--- src/rtl/alm_pkg.sv ---
package alm_pkg;

  localparam int NUM_FIELDS = 4;

  // field slots in the packed comparison vectors
  localparam int SLOT_MIN  = 0;
  localparam int SLOT_HOUR = 1;
  localparam int SLOT_DAY  = 2;
  localparam int SLOT_WDAY = 3;

  // a full match needs at least one participating field and no participating miss
  function automatic logic all_fields_match(input logic [NUM_FIELDS-1:0] part,
                                            input logic [NUM_FIELDS-1:0] hit);
    return (|part) && (&(hit | ~part));
  endfunction

  // next flag value; set_first picks which of set and clear has priority
  function automatic logic next_flag(input logic cur, input logic set_ev,
                                     input logic clr_ev, input logic set_first);
    if (set_first)
      return set_ev ? 1'b1 : (clr_ev ? 1'b0 : cur);
    else
      return clr_ev ? 1'b0 : (set_ev ? 1'b1 : cur);
  endfunction

endpackage

--- src/rtl/alm_field_cmp.sv ---
module alm_field_cmp #(
  parameter int W = 7
) (
  input  logic [W-1:0] cur_val,
  input  logic [W-1:0] alm_val,
  input  logic         off,
  output logic         part,
  output logic         hit
);
  // a field participates while its disable bit is low
  assign part = ~off;
  assign hit  = (cur_val == alm_val);
endmodule

--- src/rtl/alm_flag_ctl.sv ---
module alm_flag_ctl #(
  parameter bit SET_WINS = 1'b1
) (
  input  logic clk,
  input  logic rst_n,
  input  logic match_all,
  input  logic clr_req,
  output logic match_rise,
  output logic flag
);
  import alm_pkg::*;

  logic match_q;
  logic flag_q;
  logic flag_d;

  assign match_rise = match_all & ~match_q;

  generate
    if (SET_WINS) begin : g_set_first
      always_comb flag_d = next_flag(flag_q, match_rise, clr_req, 1'b1);
    end else begin : g_clr_first
      always_comb flag_d = next_flag(flag_q, match_rise, clr_req, 1'b0);
    end
  endgenerate

  always_ff @(posedge clk or negedge rst_n) begin
    if (!rst_n) begin
      match_q <= 1'b0;
      flag_q  <= 1'b0;
    end else begin
      match_q <= match_all;
      flag_q  <= flag_d;
    end
  end

  assign flag = flag_q;
endmodule

--- src/rtl/alarm_match_unit.sv ---
module alarm_match_unit #(
  parameter int MIN_W    = 7,
  parameter int HOUR_W   = 6,
  parameter int DAY_W    = 6,
  parameter int WDAY_W   = 3,
  parameter bit SET_WINS = 1'b1
) (
  input  logic              clk,
  input  logic              rst_n,
  input  logic [MIN_W-1:0]  cur_min,
  input  logic [HOUR_W-1:0] cur_hour,
  input  logic [DAY_W-1:0]  cur_day,
  input  logic [WDAY_W-1:0] cur_wday,
  input  logic [MIN_W-1:0]  alm_min,
  input  logic              alm_min_off,
  input  logic [HOUR_W-1:0] alm_hour,
  input  logic              alm_hour_off,
  input  logic [DAY_W-1:0]  alm_day,
  input  logic              alm_day_off,
  input  logic [WDAY_W-1:0] alm_wday,
  input  logic              alm_wday_off,
  input  logic              irq_en,
  input  logic              clr_wr,
  input  logic              clr_data,
  output logic              alarm_flag,
  output logic              alarm_irq
);
  import alm_pkg::*;

  localparam int W01 = (MIN_W > HOUR_W) ? MIN_W : HOUR_W;
  localparam int W23 = (DAY_W > WDAY_W) ? DAY_W : WDAY_W;
  localparam int FW  = (W01 > W23) ? W01 : W23;

  logic [NUM_FIELDS-1:0][FW-1:0] cur_v;
  logic [NUM_FIELDS-1:0][FW-1:0] alm_v;
  logic [NUM_FIELDS-1:0]         off_v;
  logic [NUM_FIELDS-1:0]         part_v;
  logic [NUM_FIELDS-1:0]         hit_v;

  // named internal events, observed by the bound checker
  logic match_all;
  logic match_rise;
  logic clr_req;
  logic all_off;

  assign cur_v[SLOT_MIN]  = FW'(cur_min);
  assign cur_v[SLOT_HOUR] = FW'(cur_hour);
  assign cur_v[SLOT_DAY]  = FW'(cur_day);
  assign cur_v[SLOT_WDAY] = FW'(cur_wday);
  assign alm_v[SLOT_MIN]  = FW'(alm_min);
  assign alm_v[SLOT_HOUR] = FW'(alm_hour);
  assign alm_v[SLOT_DAY]  = FW'(alm_day);
  assign alm_v[SLOT_WDAY] = FW'(alm_wday);
  assign off_v = {alm_wday_off, alm_day_off, alm_hour_off, alm_min_off};

  generate
    for (genvar i = 0; i < NUM_FIELDS; i++) begin : g_field
      alm_field_cmp #(.W(FW)) u_cmp (
        .cur_val (cur_v[i]),
        .alm_val (alm_v[i]),
        .off     (off_v[i]),
        .part    (part_v[i]),
        .hit     (hit_v[i])
      );
    end
  endgenerate

  assign match_all = all_fields_match(part_v, hit_v);
  assign all_off   = &off_v;
  assign clr_req   = clr_wr & ~clr_data;

  alm_flag_ctl #(.SET_WINS(SET_WINS)) u_flag (
    .clk        (clk),
    .rst_n      (rst_n),
    .match_all  (match_all),
    .clr_req    (clr_req),
    .match_rise (match_rise),
    .flag       (alarm_flag)
  );

  assign alarm_irq = alarm_flag & irq_en;
endmodule

--- config.mk ---
export PLATFORM = sky130hd
export DESIGN_NAME = alarm_match_unit
export DESIGN_NICKNAME = d
export VERILOG_FILES = /design/src/rtl/alm_pkg.sv /design/src/rtl/alm_field_cmp.sv /design/src/rtl/alm_flag_ctl.sv /design/src/rtl/alarm_match_unit.sv
export SDC_FILE = /design/constraint.sdc
export NUM_CORES = 1
export LEC_CHECK = 0
export ABC_AREA = 1
export BUFFER_PORTS_ARGS = -buffer_cell sky130_fd_sc_hd__buf_2
export CAP_MARGIN = 0
export CORE_MARGIN = 3
export CORE_UTILIZATION = 40
export CTS_BUF_LIST = sky130_fd_sc_hd__clkbuf_4
export CTS_CLUSTER_DIAMETER = 80
export CTS_CLUSTER_SIZE = 12
export DETAILED_ROUTE_END_ITERATION = 7
export PLACE_DENSITY = 0.88
export SYNTH_ARGS = -nofsm -noshare
export SYNTH_HDL_FRONTEND = slang
export SYNTH_SLANG_ARGS = --single-unit
--- constraint.sdc ---
create_clock -name clk -period 1.1 [get_ports clk]
set_input_delay 0.055 -clock clk [delete_from_list [all_inputs] [get_ports clk]]
set_output_delay 0.055 -clock clk [all_outputs]
set_load 0.01 [all_outputs]
==> summary.md, run 1 <==
| Metric | Value |
|---|---|
| Post-synthesis cell count | `approximately 130` |
| Worst Path Required | `1.04 ns` |
| CTS tree | `yes` |
| Layout area overhead | `56.5%` |
| HP Class | `in -> reg` |
| Unrepaired setup endpoints after global routing | `no` |
| Setup tns final | `0 ns` |
| Synth cell types | `10` |
| Util after Layout | `around 73%` |
| Async SR Flop Fraction | `100%` |
| Fin crit period | `0.876 ns` |
| Status | `finished clean` |
| Hold_sp | `clr_data` |
| Syn nets | `185` |
| Number of global-route vias before repair | `791` |
| Pwr Total | `502 uW` |
| Most frequent cell after synthesis | `nand2_1` |
| Yosys top cell by area | `nand2_1` |
| Synth top area cells | `nand2_1, inv_1, nor2_1` |
| Syn Area/Cell | `4.29 sq um` |
| Ys Warns | `0` |
| CTS Sinks | `2` |
| I/O pin count | `55` |
| Global-route wire length before repair | `2700 um` |
| 1st-iter DRT viols | `8` |
| Post-DP HPWL | `1350 um` |
| Routed Antenna Nets | `0` |
| Starting Density | `between 40% and 50%` |
| Drt total wl | `1470 um` |
| Maxcap violations | `0` |
| Lkg Pwr | `0.000710 uW` |
| Number of flops mapped to enable cells by yosys | `0` |
| Max-slew violations | `0` |
| Routability Congestion | `0.660` |
| Worst skew pair latency | `0.22 ns` |
| # diodes | `0` |
| Number of synthesized register bits | `2` |
| CTS Buf Count | `3` |
| Die X | `between 40 and 50 um` |
| Final setup fails | `0` |
| Hold Worst Slack | `0.108 ns` |
| Grt ovf | `0` |
| Initial antenna violation count | `0` |
| RR Endpoint | `u_flag.flag` |
| Net count, final | `245` |
| R2R setup slack | `0.44 ns` |
| Startpoint types | `flip-flop` |
| Crit-path max FO | `3` |
| WS Path Type | `reg -> out` |
| Post-synth top cells | `nand2_1, inv_1, nor2_1, nand3_1, xnor2_1` |
| Std-Cell Rows | `12` |
| Fin crit share | `79.6%` |
| Share of the synthesized area in the top cell type | `38.4%` |
| Rel. slew slack | `87.1%` |
| I/O Buffers | `54` |
| Drt wl/cell | `roughly 7.2 um` |
| Root buffer cell | `clkbuf_4` |
| CTS Buffer Depth | `2` |
| Pre-Repair DR Iteration Count | `2` |
| Worst r2r src | `u_flag.flag` |
| Fraction of layout cells with a size suffix above 1 | `a little under a third` |
| Clock skew | `0.0000283 ns` |
| Synth Flop Type | `dfrtp_1` |
| Avg Vias per Cell | `4.17` |
| Seq/Total Area, Yosys | `between 8 and 9%` |
| Die area | `1900 sq um` |
| Via Count | `851` |
| Die Y | `43.6 um` |
| Power per cell area | `565 nW/um^2` |
| Worst slew pin tran | `0.191 ns` |
| Hold Fails Final Rpt | `0` |
| Post-CTS setup buffer count | `0` |
| Core Region | `1220 sq um` |
| Worst EP arrival | `approximately 0.82 ns` |
| Gr usage total | `~17%` |
| Setup crit end kind | `output port` |
| FMAX | `1140 MHz` |
| Max rail drop VDD | `0.000409 V` |
| H-tree depth | `1` |
| Hold EP | `u_flag.flag` |
| Hold Path Depth | `3` |
| R2R depth | `2` |
| DRC | `0` |
| CP startpoint | `u_flag.flag` |
| Mapped Area | `567 sq um` |
| Largest net degree at the start of global routing | `4` |
| Clock transition at path regs | `0.03 ns` |
==> flip-flops by register name (all words and copies together), names as in the netlist <==
signal	count
u_flag.match_q	1
u_flag.flag	1
==> critical path, cell delays in order, from the launching register on <==
cell and delay [ns]:
dfrtp_1 0.37, nand2_1 0.07, inv_1 0.03, buf_2 0.13
==> what timing repair did <==
action,CTS,global route
resized for setup,0,0
hold endpoints to repair,2,0
hold buffers,1,0
==> logic make-up (layout without fill, tap and decap cells) <==
kind of cell | Yosys count | after routing | share of synthesized area (%)
simple gates | 82 | 82 | 56.3
xor+xnor | 3 | 3 | 4.64
flops | 2 | 2 | 8.83
buf+inv | 43 | 101 | 28.5
compound gates | 2 | 2 | 1.76
==> per-layer routing <==
layer | track usage (%) | part of all wire (%)
met1 | 18.1 | 38
met2 | 34.0 | 53
met3 | 2.90 | 9.8
met4 | 5.42 | 0
met5 | 0 | 0
==> power breakdown <==
group          switching (uW)  internal (uW)  total (uW)  leakage, uW
registers                3.21           80.1        83.3    0.0000268
clock network            44.0            121         165    0.0000138
logic                     122            132         254     0.000670
==> metrics by stage <==
step | instances | area (sq um) | setup slack (ns)
5_1_grt | 204 | 887 | 0.160
6_report | 204 | 887 | 0.224
4_1_cts | 204 | 887 | 0.219
3_5_place_dp | 200 | 855 | 0.235
2_1_floorplan | 132 | 567 | 0.421
3_3_place_gp | 200 | 855 | 0.259
==> layout make-up <==
cell class | count | area, sq um
Tap cell | 14 | 17.5
Fill cell | 117 | 329
Timing Repair Buffer | 55 | 280
Sequential cell | 2 | 50.0
Multi-Input combinational cell | 87 | 355
Inverter | 43 | 161
Clock buffer | 3 | 22.5
==> cells in the final DEF, fill, tap and decap left out, drive strengths merged <==
master and count:
dfrtp 2, clkbuf 3, inv 43, o21ai 1, a21oi 1, nor2 17, dlygate4sd3 1, buf 54
nand2 58, xnor2 3, nand3 5, nor3 2
==> how the worst max path moves through the flow <==
stage | end | slack (ns) | cells after the start
after floorplan | u_flag.flag | 0.42 | 10
after global placement | u_flag.flag | 0.26 | 11
after detailed placement | u_flag.flag | 0.24 | 11
final | alarm_irq | 0.22 | 3
after CTS | alarm_irq | 0.22 | 3
after global routing | alarm_irq | 0.16 | 3
No activity file was read; power rests on OpenSTA's default activity.
==> inputs of run 2 (changes only) <==
CORE_UTILIZATION = 33   (was 40)
PLACE_DENSITY = 0.77   (was 0.88)
clock period = 0.8 ns   (was 1.1 ns; I/O delays follow)
==> summary.md, run 2 (same netlist as run 1, synthesis figures left out) <==
| Metric | Value |
|---|---|
| Status | `finished, violations left` |
| Failing checks | `negative setup slack` |
| H-tree depth | `1 (unchanged)` |
| Core Region | `1560 sq um (+28%)` |
| Worst EP arrival | `0.82 ns (about the same)` |
| Starting Density | `36.4% (-10 points)` |
| Std-Cell Rows | `14 (+2)` |
| Commonest non-fill, non-tap cell in the layout | `nand2_1` |
| CTS Buffer Depth | `2 (unchanged)` |
| Setup WS pre-CTS | `-0.0788 ns (-0.314 ns)` |
| Hold Fails Final Rpt | `0 (unchanged)` |
| Worst skew pair latency | `0.23 ns (about the same)` |
| Grt ovf | `0 (unchanged)` |
| Hold Worst Slack | `0.0653 ns (-0.0423 ns)` |
| Net count, final | `245 (unchanged)` |
| Final Worst Setup Slack | `-0.0582 ns (-0.282 ns)` |
| I/O Buffers | `54 (unchanged)` |
| Clock skew | `0.00396 ns (+0.00394 ns)` |
| HP Class | `in -> reg` |
| Final setup fails | `1 (+1)` |
| Lkg Pwr | `0.000710 uW (about the same)` |
| Post-CTS setup buffer count | `0 (unchanged)` |
| CTS Buf Count | `3 (unchanged)` |
| Pre-Repair DR Iteration Count | `4 (+2)` |
| Layout area overhead | `57.0%` |
| # diodes | `0 (unchanged)` |
| Switch Pwr | `231 uW (+37%)` |
| Drt total wl | `1460 um (-0.54%)` |
| Comb power frac | `50.2% (-0.4 points)` |
| DRC | `0 (unchanged)` |
| Die X | `47.4 um (+8.7%)` |
| Number of global-route vias before repair | `672 (-15%)` |
| Sw Ratio | `33.6% (-0.11 points)` |
| Crit-path max FO | `3 (unchanged)` |
| Root buffer cell | `clkbuf_4` |
| Max rail drop VDD | `0.000627 V (+53%)` |
| 1st-iter DRT viols | `6 (-2)` |
| Fin area | `890 sq um (+0.28%)` |
| Largest net degree at the start of global routing | `4 (unchanged)` |
| Via Count | `859 (+0.94%)` |
| Worst slew pin tran | `0.164 ns (-0.0279 ns)` |
| Fraction of layout cells with a size suffix above 1 | `30.5% (unchanged)` |
| Fin crit period | `0.858 ns` |
| Fin crit share | `107%` |
| Clock share of power | `33.1% (+0.3 points)` |
| Gr usage total | `13.0% (-4.4 points)` |
| Avg Vias per Cell | `4.17 (about the same)` |
| Drt wl/cell | `7.10 um (-1.5%)` |
| WS Path Type | `reg -> out` |
| Power per cell area | `773 nW/um^2 (+37%)` |
| Unrepaired setup endpoints after global routing | `yes` |
| Commonest cells after routing, fill and taps aside | `nand2_1, buf_2, inv_1` |
| Die Y | `47.4 um (+8.7%)` |
| Max-slew violations | `0 (unchanged)` |
| DP Area | `857 sq um (+0.29%)` |
| Global-route wire length before repair | `2100 um (-22%)` |
| CTS tree | `yes` |
| Worst Path Required | `0.76 ns (-0.28 ns)` |
| Setup crit end kind | `output port` |
| Startpoint types | `flip-flop` |
| CTS Sinks | `2 (unchanged)` |
| Clock transition at path regs | `0.03 ns (about the same)` |
| Seq pwr share | `16.7% (about the same)` |
| Maxcap violations | `0 (unchanged)` |
| Die area | `2250 sq um (+18%)` |
| Rel. slew slack | `89.0% (+1.9 points)` |
| Post-DP HPWL | `1390 um (+3.1%)` |
| FMAX | `1170 MHz` |
| Initial antenna violation count | `0 (unchanged)` |
| Routed Antenna Nets | `0 (unchanged)` |
| Int Power | `457 uW (+37%)` |
| Setup tns final | `-0.0582 ns (-0.0582 ns)` |
| Routability Congestion | `0.622 (-5.7%)` |
| Util after Layout | `57.1% (-16 points)` |
| I/O pin count | `55 (unchanged)` |
## run 2: layer usage
metal	up-vias	global-route usage, %	wire length [um]
li1	479	-	-
met1	342	11.5	528
met2	34	26.2	769
met3	4	3.01	138
met4	0	6.63	26
met5	-	0	0
## run 2: cell type report
cell class	instances	area (sq um)
Multi-Input combinational cell	87	355
Sequential cell	2	50.0
Inverter	43	161
Timing Repair Buffer	55	280
Clock buffer	3	22.5
Tap cell	16	20.0
Fill cell	170	669
## run 2: final timing paths
| check | start | to | slack [ns] | cells after the start |
|---|---|---|---|---|
| min in group asynchronous | rst_n | u_flag.flag | 0.14 | 2 |
| hold reg to reg | u_flag.match_q | u_flag.flag | 0.51 | 3 |
| setup reg to reg | u_flag.flag | u_flag.flag | 0.15 | 2 |
| max in group asynchronous | rst_n | u_flag.match_q | 0.57 | 2 |
| hold / removal | clr_data | u_flag.flag | 0.07 | 3 |
| setup / recovery | u_flag.flag | alarm_irq | -0.06 | 3 |
## run 2: worst max-delay path, stage by stage, from the launching register on
cell	delay, ns
dfrtp_1	0.38
nand2_1	0.06
inv_1	0.03
buf_2	0.12
## run 2: timing repair
| item | in CTS | in global routing |
|---|---|---|
| hold endpoints to repair | 2 | 0 |
| endpoints found under the setup margin | 1 | 2 |
| hold buffers | 1 | 0 |
| cloned | 0 | 0 |
| pin swaps | 1 | 0 |
| resized for setup | 0 | 0 |
## run 2: stage by stage
stage | total power (uW) | cells
after floorplan | 284 | 132
after global placement | 447 | 202
after detailed placement | 463 | 202
after CTS | 702 | 206
after global routing | 771 | 206
final | 688 | 206
## run 2: power by group through the flow
stage          clock, uW  sequential, uW  combinational [uW]
3_3_place_gp           0             115                 332
6_report             227             115                 346
5_1_grt              251             116                 403
2_1_floorplan          0             119                 165
4_1_cts              234             115                 352
3_5_place_dp           0             116                 347
